<file path="src/rtl/sysctl_pkg.sv">
package sysctl_pkg;

    localparam int DATA_W = 32;

    typedef enum logic [3:0] {
        SR_NONE, SR_INDEX, SR_LO0, SR_LO1, SR_CTX, SR_PMASK,
        SR_WIRED, SR_HI, SR_STAT, SR_CAUSE, SR_DBG
    } sreg_e;

    localparam int NUM_SLOTS = 11;

    localparam int ST_IE  = 0;
    localparam int ST_EXL = 1;
    localparam int ST_ERL = 2;
    localparam int ST_UM  = 4;
    localparam int DB_DM  = 30;

    localparam logic [DATA_W-1:0] IRQ_FIELD = 32'h0000_FF00;
    localparam logic [DATA_W-1:0] SW_FIELD  = 32'h0000_0300;

    typedef struct packed {
        logic user;
        logic exl;
        logic erl;
        logic dbg;
    } mode_t;

    function automatic logic [DATA_W-1:0] keep_mask(sreg_e r);
        case (r)
            SR_INDEX: keep_mask = 32'h8000_0000;
            SR_CTX:   keep_mask = 32'hFF00_0000;
            SR_CAUSE: keep_mask = 32'hB000_F87C;
            SR_DBG:   keep_mask = 32'h8C03_FC1F;
            default:  keep_mask = '0;
        endcase
    endfunction

    function automatic logic [DATA_W-1:0] take_mask(sreg_e r);
        case (r)
            SR_INDEX: take_mask = 32'h0000_000F;
            SR_LO0,
            SR_LO1:   take_mask = 32'h3FFF_FFFF;
            SR_CTX:   take_mask = 32'h00FF_FFF0;
            SR_PMASK: take_mask = 32'h01FF_E000;
            SR_WIRED: take_mask = 32'h0000_000F;
            SR_HI:    take_mask = 32'hFFFF_F0FF;
            SR_STAT:  take_mask = 32'hFA78_FF01;
            SR_CAUSE: take_mask = SW_FIELD;
            SR_DBG:   take_mask = 32'h1330_0120;
            default:  take_mask = '0;
        endcase
    endfunction

    function automatic logic [DATA_W-1:0] merge(logic [DATA_W-1:0] old_v,
                                               logic [DATA_W-1:0] new_v,
                                               sreg_e r);
        merge = (old_v & keep_mask(r)) | (new_v & take_mask(r));
    endfunction

endpackage

</file>
<file path="src/rtl/sysctl_decode.sv">
module sysctl_decode
    import sysctl_pkg::*;
#(
    parameter int REG_W = 5,
    parameter int SEL_W = 3
) (
    input  logic [REG_W-1:0] reg_num,
    input  logic [SEL_W-1:0] sel,
    output sreg_e            id,
    output logic             bad
);
    localparam int SEL_OK_A = 16;
    localparam int SEL_OK_B = 28;

    always_comb begin
        bad = (sel != '0) && (int'(reg_num) != SEL_OK_A) && (int'(reg_num) != SEL_OK_B);
        case (int'(reg_num))
            0:       id = SR_INDEX;
            2:       id = SR_LO0;
            3:       id = SR_LO1;
            4:       id = SR_CTX;
            5:       id = SR_PMASK;
            6:       id = SR_WIRED;
            10:      id = SR_HI;
            12:      id = SR_STAT;
            13:      id = SR_CAUSE;
            23:      id = SR_DBG;
            default: id = SR_NONE;
        endcase
        if (bad) id = SR_NONE;
    end
endmodule

</file>
<file path="src/rtl/sysctl_slot.sv">
module sysctl_slot
    import sysctl_pkg::*;
#(
    parameter sreg_e KIND = SR_INDEX
) (
    input  logic              clk,
    input  logic              rst,
    input  logic              wr,
    input  logic [DATA_W-1:0] d,
    output logic [DATA_W-1:0] q,
    output logic [DATA_W-1:0] nxt
);
    assign nxt = merge(q, d, KIND);

    always_ff @(posedge clk) begin
        if (rst)     q <= '0;
        else if (wr) q <= nxt;
    end
endmodule

</file>
<file path="src/rtl/sysctl_irq.sv">
module sysctl_irq
    import sysctl_pkg::*;
(
    input  logic              clk,
    input  logic              rst,
    input  logic              stat_wr,
    input  logic              cause_wr,
    input  logic [DATA_W-1:0] stat_old,
    input  logic [DATA_W-1:0] stat_new,
    input  logic [DATA_W-1:0] cause_old,
    input  logic [DATA_W-1:0] cause_new,
    input  mode_t             mode_nxt,
    output logic              irq_req
);
    logic gates_open;
    logic stat_raise, stat_drop, cause_raise;

    always_comb begin
        gates_open  = !mode_nxt.exl && !mode_nxt.erl && !mode_nxt.dbg;
        stat_raise  = stat_wr && stat_new[ST_IE] && !stat_old[ST_IE] && gates_open &&
                      ((stat_new & cause_old & IRQ_FIELD) != '0);
        stat_drop   = stat_wr && !stat_new[ST_IE] && stat_old[ST_IE];
        cause_raise = cause_wr && ((cause_new & ~cause_old & SW_FIELD) != '0) &&
                      stat_old[ST_IE] && gates_open &&
                      ((stat_old & cause_new & IRQ_FIELD) != '0);
    end

    always_ff @(posedge clk) begin
        if (rst)                           irq_req <= 1'b0;
        else if (stat_raise || cause_raise) irq_req <= 1'b1;
        else if (stat_drop)                irq_req <= 1'b0;
    end

    AST_IRQ_DROP_ON_IE_FALL: assert property (@(posedge clk) disable iff (rst)
        $fell(irq_req) |-> $past(stat_wr) && !$past(stat_new[ST_IE]));

    AST_IRQ_RISE_NEEDS_WRITE: assert property (@(posedge clk) disable iff (rst)
        $rose(irq_req) |-> $past(stat_wr || cause_wr));
endmodule

</file>
<file path="src/rtl/sysctl_regfile.sv">
module sysctl_regfile
    import sysctl_pkg::*;
#(
    parameter int REG_W = 5,
    parameter int SEL_W = 3
) (
    input  logic              clk,
    input  logic              rst,
    input  logic              acc_en,
    input  logic              acc_we,
    input  logic [REG_W-1:0]  acc_reg,
    input  logic [SEL_W-1:0]  acc_sel,
    input  logic [DATA_W-1:0] acc_wdata,
    output logic [DATA_W-1:0] rd_data,
    output logic              acc_err,
    output logic              user_mode,
    output logic              exc_level,
    output logic              err_level,
    output logic              dbg_mode,
    output logic              irq_req
);
    sreg_e id;
    logic  bad;
    logic  wr_any;
    mode_t mode_q, mode_nxt;

    logic [DATA_W-1:0] q_arr   [NUM_SLOTS];
    logic [DATA_W-1:0] nxt_arr [NUM_SLOTS];
    logic [NUM_SLOTS*DATA_W-1:0] q_flat;

    sysctl_decode #(.REG_W(REG_W), .SEL_W(SEL_W)) u_dec (
        .reg_num(acc_reg), .sel(acc_sel), .id(id), .bad(bad)
    );

    assign wr_any     = acc_en && acc_we && !bad;
    assign q_arr[0]   = '0;
    assign nxt_arr[0] = '0;
    assign q_flat[DATA_W-1:0] = '0;

    for (genvar i = 1; i < NUM_SLOTS; i++) begin : g_slot
        sysctl_slot #(.KIND(sreg_e'(i))) u_slot (
            .clk(clk), .rst(rst),
            .wr(wr_any && (id == sreg_e'(i))),
            .d(acc_wdata), .q(q_arr[i]), .nxt(nxt_arr[i])
        );
        assign q_flat[i*DATA_W +: DATA_W] = q_arr[i];
    end

    always_comb begin
        mode_nxt = mode_q;
        if (wr_any && id == SR_STAT) begin
            mode_nxt.user = acc_wdata[ST_UM];
            mode_nxt.erl  = acc_wdata[ST_ERL];
            mode_nxt.exl  = acc_wdata[ST_EXL];
        end
        if (wr_any && id == SR_DBG) mode_nxt.dbg = acc_wdata[DB_DM];
    end

    always_ff @(posedge clk) begin
        if (rst) begin
            mode_q  <= '0;
            acc_err <= 1'b0;
        end else begin
            mode_q  <= mode_nxt;
            acc_err <= acc_en && bad;
        end
    end

    always_comb begin
        rd_data = q_arr[id];
        if (id == SR_STAT) begin
            rd_data[ST_UM]  = rd_data[ST_UM]  | mode_q.user;
            rd_data[ST_ERL] = rd_data[ST_ERL] | mode_q.erl;
            rd_data[ST_EXL] = rd_data[ST_EXL] | mode_q.exl;
        end
    end

    assign user_mode = mode_q.user;
    assign exc_level = mode_q.exl;
    assign err_level = mode_q.erl;
    assign dbg_mode  = mode_q.dbg;

    sysctl_irq u_irq (
        .clk(clk), .rst(rst),
        .stat_wr(wr_any && id == SR_STAT),
        .cause_wr(wr_any && id == SR_CAUSE),
        .stat_old(q_arr[SR_STAT]), .stat_new(nxt_arr[SR_STAT]),
        .cause_old(q_arr[SR_CAUSE]), .cause_new(nxt_arr[SR_CAUSE]),
        .mode_nxt(mode_nxt), .irq_req(irq_req)
    );

    AST_BAD_WRITE_IGNORED: assert property (@(posedge clk) disable iff (rst)
        $past(acc_en && acc_we && bad) |-> $stable(q_flat));

    AST_ERR_ONLY_AFTER_BAD: assert property (@(posedge clk) disable iff (rst)
        acc_err |-> $past(acc_en && bad));

    AST_STATUS_LOADS_FLAGS: assert property (@(posedge clk) disable iff (rst)
        $past(wr_any && id == SR_STAT) |->
            (user_mode == $past(acc_wdata[ST_UM])) && (exc_level == $past(acc_wdata[ST_EXL])));

    AST_IRQ_RISE_GATED: assert property (@(posedge clk) disable iff (rst)
        $rose(irq_req) |-> !exc_level && !err_level && !dbg_mode);
endmodule

</file>
<file path="config.mk">
export PLATFORM = sky130hd
export DESIGN_NAME = sysctl_regfile
export DESIGN_NICKNAME = d
export VERILOG_FILES = /design/src/rtl/sysctl_pkg.sv /design/src/rtl/sysctl_decode.sv /design/src/rtl/sysctl_slot.sv /design/src/rtl/sysctl_irq.sv /design/src/rtl/sysctl_regfile.sv
export SDC_FILE = /design/constraint.sdc
export NUM_CORES = 1
export LEC_CHECK = 0
export BUFFER_PORTS_ARGS = -buffer_cell sky130_fd_sc_hd__clkbuf_2
export CORE_MARGIN = 2
export CORE_UTILIZATION = 32
export CTS_CLUSTER_DIAMETER = 60
export DETAILED_ROUTE_END_ITERATION = 10
export PLACE_DENSITY_LB_ADDON = 0.1
export SLEW_MARGIN = 20
export SYNTH_ARGS = -nofsm -noshare
export SYNTH_HDL_FRONTEND = slang
export SYNTH_SLANG_ARGS = --single-unit
</file>
<file path="constraint.sdc">
create_clock -name clk -period 2 [get_ports clk]
set_input_delay 0 -clock clk [delete_from_list [all_inputs] [get_ports clk]]
set_output_delay 0 -clock clk [all_outputs]
set_load 0.02 [all_outputs]
</file>
==> results.cfg, run 1 <==
[power]
p_leak_uw = 0.00439
ir_drop_v = 0.000438
power-per-cell-area_nw_per_um2 = 647

[critical_path]
crit_family = buffers and inverters
path_buf_inv = 7
timing.rr.start = g_slot[9].u_slot.q[9]
worstPathMaxFanout = 5
critPathLaunchType = primary input
worstReg2RegEnd = u_irq.irq_req
worstSetupPathType = primary input to primary output
slowest_stage = a222oi_1
end_kind = primary output
critical_path.cell_chain = clkbuf_16, inv_8, ha_4, nor2b_4, o31ai_4, buf_6, a2111oi_4, buf_4, buf_6, a222oi_1, buf_4, o211ai_1, buf_4
rrSetupSlack_ns = 0.70
cp_common_cell = buf_4
worstPathArrival_ns = 2.11
reg2reg_depth = 5
required_ns = 2.00
cpPeakStageDelay_ns = 0.39

[placement]
routabilityCongestion = 0.791
placed_area_um2 = 9090
dp_hpwl_um = 16500
portBuffers = 81

[yosys]
yosysWarnings = 0
synth_seq_cells = 162
avgSynthCellArea_um2 = 8.69
synth_edf_count = 0
synthFlopType = dfxtp_1
synthCells = 890
ys_async_sr_fraction_pct = 0
ys_top_cells_by_area = dfxtp_1 42%, mux2i_1 14%, nand2_1 8.2%
ys_seq_area_share_pct = 41.9
yosysTopAreaCell = dfxtp_1
synth_area_um2 = 7730
synth_top_area_share_pct = 41.9
synth_fp_nets = 939
synth.distinct_cells = 69

[timing]
setup_slack_ns = -0.114
finalSetupTns_ns = -0.578
hold_viol_final = 0
fmax_mhz = 473
rsz0062_at_grt = true
skew_ns = 0.00253
tightest_slew_ns = 0.468
post-route-period-util_pct = 106
hold_slack_ns = 0.0742
period_minus_slack_ns = 2.11
drv_slew = 0
maxSlewHeadroom_pct = 68.7
setup_viol_count_final = 15

[global_route]
grt_max_degree = 85
antenna_found_initial = 0
grtUsageTotal_pct = 20.3
grt_pass1_vias = 7142
grt_overflow = 0
grt_first_pass_wirelength_um = 40700

[cts]
h-tree-depth = 4
numCtsBuffers = 17
clk_latency_ns = 0.43
cts_buffer_depth = 2
cts_num_sinks = 162
clkSlewWorstSetupHoldPaths_ns = 0.07
cts_tree = yes
root_buffer = clkbuf_16

[floorplan]
die_x_um = 159
start_util_pct = 32.8
core_um2 = 23600
boundaryPins = 82
die_y_um = 159
rows = 56
die-area_um2 = 25400

[run_status]
failed_checks = setup timing
run_status = complete, but fails checks

[route]
drt-pass1-iter-count = 5
postRouteAntennaNets = 0
vias = 7225
viasPerCell = 5.08
drt_iter0_drc = 427
drt_wl_total_um = 25800
drcViolationCount = 0
avgRoutedWirePerCell_um = 18.2

[worst_hold_path]
worstHoldPathType = primary input to register
min_from = rst
hold_end = g_slot[9].u_slot.q[8]
min_path_cells = 3

[job]
maxCapViolations = 0

[finish]
antenna-diode-count = 0
drive_gt1_share_pct = 28.8
final_nets = 1138
final_area_um2 = 10900
area_growth_pct = 41.5
fillers = 2328
report_power, final:
group / total [µW] / internal, µW / switching (µW)
registers: 3230 / 3230 / 2.07
logic: 601 / 254 / 347
clock network: 3250 / 1780 / 1470
worst min-delay path, cell delays in order:
cell and delay [ns]:
buf_2 0.13, buf_12 0.20, nor2_1 0.13
synth_stat cells (2+ instances only):
cell type	n
clkbuf_1	42
mux2i_1	107
buf_2	17
nand4_1	2
a21oi_1	87
a222oi_1	9
a221oi_1	3
inv_1	7
nor3_2	3
o21ai_1	2
o21ai_2	3
a22o_1	3
nor3_1	3
dfxtp_1	162
nand3b_1	3
nand3_1	76
nand2_1	168
buf_4	8
o211ai_1	15
and4_1	5
nor2_1	7
a21o_1	3
o21a_1	3
a221o_1	4
ha_1	5
a22oi_1	12
mux2_1	4
o21ai_0	73
buf_6	6
and3_1	6
nor2b_1	2
nor2_4	2
o221ai_1	2
worst max path at each step:
stage | startpoint | slack [ns] | cells past startpoint | to
floorplan | acc_reg[0] | 0.02 | 9 | rd_data[10]
global placement | acc_reg[1] | -0.34 | 10 | rd_data[1]
detailed placement | acc_reg[1] | -0.27 | 10 | rd_data[1]
CTS | acc_reg[0] | -0.08 | 10 | rd_data[25]
global route | acc_reg[3] | -0.17 | 10 | rd_data[13]
finish | acc_reg[1] | -0.11 | 13 | rd_data[21]
routing by layer:
layer / track usage [%] / vias to the layer above / routed length (µm)
met3: 3.67 / 18 / 896
li1: - / 3602 / -
met4: 5.74 / 0 / 281
met1: 28.7 / 3469 / 13000
met5: 0 / - / 0
met2: 31.6 / 136 / 11600
cell type report:
| class | instances | area [µm²] | share of cell area [%] |
|---|---|---|---|
| timing repair buffer | 253 | 2270 | 20.7 |
| clock inverter | 12 | 119 | 1.09 |
| tap | 319 | 399 | 3.65 |
| multi-input combinational | 647 | 4420 | 40.4 |
| clock buffer | 20 | 447 | 4.08 |
| inverter | 8 | 46.3 | 0.423 |
| sequential | 162 | 3240 | 29.6 |
stage by stage:
stage               worst slack, ns  cells  total power, µW  utilization (%)
floorplan                    0.0248    890             3530                -
global placement             -0.338   1315             3760             38.5
detailed placement           -0.273   1315             3760             38.5
CTS                         -0.0753   1404             7130             45.0
global route                 -0.167   1421             7330             46.4
finish                       -0.114   1421             7080             46.4
cell usage in the layout, fill, tap and decap left out, drive strengths merged, types with 3 or more instances in the layout:
cell         synthesis  final
nand2              169    169
clkinv               0      4
nand4                3      3
nand3               76     76
o211ai              16     16
nor3                 7      7
inv                  8     14
a22oi               12     12
a222oi               9      9
mux2i              107    107
ha                   5      5
dfxtp              162    162
a221o                4      4
buf                 31    163
dlygate4sd3          0     33
a221oi               3      3
and3                 6      6
nor4                 3      3
nand3b               3      3
a21oi               87     87
mux2                 5      5
clkbuf              42     76
o21a                 3      3
o21ai               78     78
a22o                 3      3
nor2                 9      9
a21o                 3      3
and4                 5      5
sequential cells by signal, summed over array words and instances (netlist names):
register and flops:
exc_level 1, dbg_mode 1, g_slot.u_slot.q 156, acc_err 1, err_level 1, user_mode 1, u_irq.irq_req 1
logic make-up (layout without fill, tap and decap cells):
group	Yosys count	after routing	share of synthesized area [%]
fa+ha+maj	5	5	0.809
simple gates	293	293	18.2
compound gates	236	236	19.1
mux	112	112	14.6
buf+inv	81	293	5.18
xor+xnor	1	1	0.113
flops	162	162	41.9
timing repair:
action                                  4_1_cts  5_1_grt
buffers inserted                             23       17
gates resized for setup                      89       77
hold endpoints to repair                    159        0
hold buffers                                 33        0
pin swaps                                    27       26
endpoints found under the setup margin       31       31
gates cloned                                  3        0
(Power assumes the default switching activity.)
==> run 2: changes to the inputs <==
Settings changed: SLEW_MARGIN 20 to 0.
Clock period 2 ns to 1.8 ns, I/O delays scaled along.
==> run 2 against run 1 <==
  * The run still ends with setup timing left
  * Critical path depth down 1
  * Sequential power up 11%
  * Clock power up 19%
  * Flip-flop and latch count unchanged
  * Design area up 0.65%
  * Count of clock-buffer cells in the layout down 2
  * Combinational power up 9.0%
  * Hold slack better by 0.021 ns
  * Sequential share of layout area down 0.19 points
  * Critical endpoint is now rd_data[20]
==> results.cfg, run 2 (same netlist as run 1, synthesis figures left out) <==
[timing]
drv_slew = 0
hold_slack_ns = 0.0952
skew_ns = 0.00562
period_minus_slack_ns = 2.13
finalSetupTns_ns = -5.57
setup_slack_ns = -0.326
rsz0062_at_grt = true
maxSlewHeadroom_pct = 69.3
hold_viol_final = 0
setup_viol_count_final = 32
fmax_mhz = 470
post-route-period-util_pct = 118
tightest_slew_ns = 0.457

[route]
drt-pass1-iter-count = 5
viasPerCell = 5.16
drt_iter0_drc = 437
avgRoutedWirePerCell_um = 18.2
drt_wl_total_um = 25800
drcViolationCount = 0
vias = 7321
postRouteAntennaNets = 0

[critical_path]
worstPathMaxFanout = 8
rrSetupSlack_ns = 0.42
end_kind = primary output
cpPeakStageDelay_ns = 0.45
reg2reg_depth = 5
critPathLaunchType = primary input
slowest_stage = a222oi_1
critical_path.cell_chain = clkbuf_16, inv_8, ha_4, nor2b_4, o31ai_4, buf_4, a2111oi_4, buf_4, buf_12, a222oi_1, o211ai_1, buf_4
worstPathArrival_ns = 2.13
worstSetupPathType = primary input to primary output
cp_common_cell = buf_4
required_ns = 1.80

[floorplan]
start_util_pct = 32.8
die-area_um2 = 25400
die_x_um = 159
core_um2 = 23600
die_y_um = 159
boundaryPins = 82
rows = 56

[cts]
root_buffer = clkbuf_16
numCtsBuffers = 17
h-tree-depth = 4
cts_num_sinks = 162
clk_latency_ns = 0.43
cts_buffer_depth = 2
clkSlewWorstSetupHoldPaths_ns = 0.06
cts_tree = yes

[finish]
final_nets = 1138
antenna-diode-count = 0
largest_register_ffs = 156
final_common_cell = nand2_1
regMostFlops = g_slot.u_slot.q
layout_common_cells = 163 x nand2_1, 162 x dfxtp_1, 117 x buf_4, 106 x mux2i_1, 86 x a21oi_1
drive_gt1_share_pct = 29.2
area_growth_pct = 42.5
fin_util_pct = 46.7

[placement]
portBuffers = 81
dpl_worst_slack_ns = -0.384
routabilityCongestion = 0.767
dp_hpwl_um = 16800

[power]
seq_power_share_pct = 44.2
power_switching_uw = 2010
p_leak_uw = 0.00440
power_switching_share_pct = 24.8
ir_drop_v = 0.000543
finalPower_uw = 8120
p_clk_share_pct = 47.7
p_int_uw = 6110
power-per-cell-area_nw_per_um2 = 737
combPwrFrac_pct = 8.1

[global_route]
busiest_layer = met2
grt_overflow = 0
grtUsageMet3_pct = 3.02
antenna_found_initial = 0
use_met1_pct = 29.1
grt_first_pass_wirelength_um = 41300
met2_usage_pct = 32.3
grt_max_degree = 85
grt_pass1_vias = 7138
grtUsageTotal_pct = 20.4

[run_status]
run_status = complete, but fails checks
failed_checks = setup timing

[job]
maxCapViolations = 0

[worst_hold_path]
min_path_cells = 3
worstHoldPathType = primary input to register
[run 2: cell count changes in the layout (fill, tap and decap cells not counted), sizes merged]
cell    change
clkbuf      +4
clkinv      +2
inv         -3
buf         -6
bufinv      +2
[run 2: power groups by stage]
stage	combinational (µW)	sequential, µW	clock [µW]
floorplan	258	3670	0
global placement	533	3670	0
detailed placement	528	3670	0
CTS	629	3590	3970
global route	703	3590	4100
finish	655	3590	3870
[run 2: path summary, 6_finish.rpt]
check / startpoint / to
max reg2reg: g_slot[9].u_slot.q[9] / u_irq.irq_req
min reg2reg: g_slot[2].u_slot.q[8] / g_slot[2].u_slot.q[8]
max: acc_reg[1] / rd_data[20]
min: rst / g_slot[7].u_slot.q[3]
[run 2: per-stage QoR]
stage / cells / area, µm²
finish: 1420 / 11000
global route: 1420 / 11000
CTS: 1401 / 10700
detailed placement: 1320 / 9210
global placement: 1320 / 9210
floorplan: 890 / 7800
[run 2: cell type report]
type	count	area, µm²
Clock buffer	18	439
Clock inverter	13	176
Fill cell	2329	12600
Inverter	8	43.8
Multi-Input combinational cell	647	4410
Sequential cell	162	3240
Tap cell	319	399
Timing Repair Buffer	253	2310
[run 2: what timing repair did]
action                                  in CTS  in global routing
hold buffers                                33                  0
pin swaps                                   22                 26
cloned                                       3                  1
endpoints found under the hold margin      162                  0
resized for setup                           78                 63
endpoints found under the setup margin      32                 41
buffers inserted                            15                 20
[run 2: critical path: cells and delay by family]
family          cells  cell delay (ns)
simple gates        1             0.13
buf+inv             6             0.87
fa+ha+maj           1             0.18
compound gates      4             0.93
[run 2: per-layer routing]
layer / vias up / wire length (µm)
met1: 3577 / 12800
met4: 0 / 237
met2: 125 / 11900
li1: 3607 / -
met3: 12 / 927
met5: - / 0
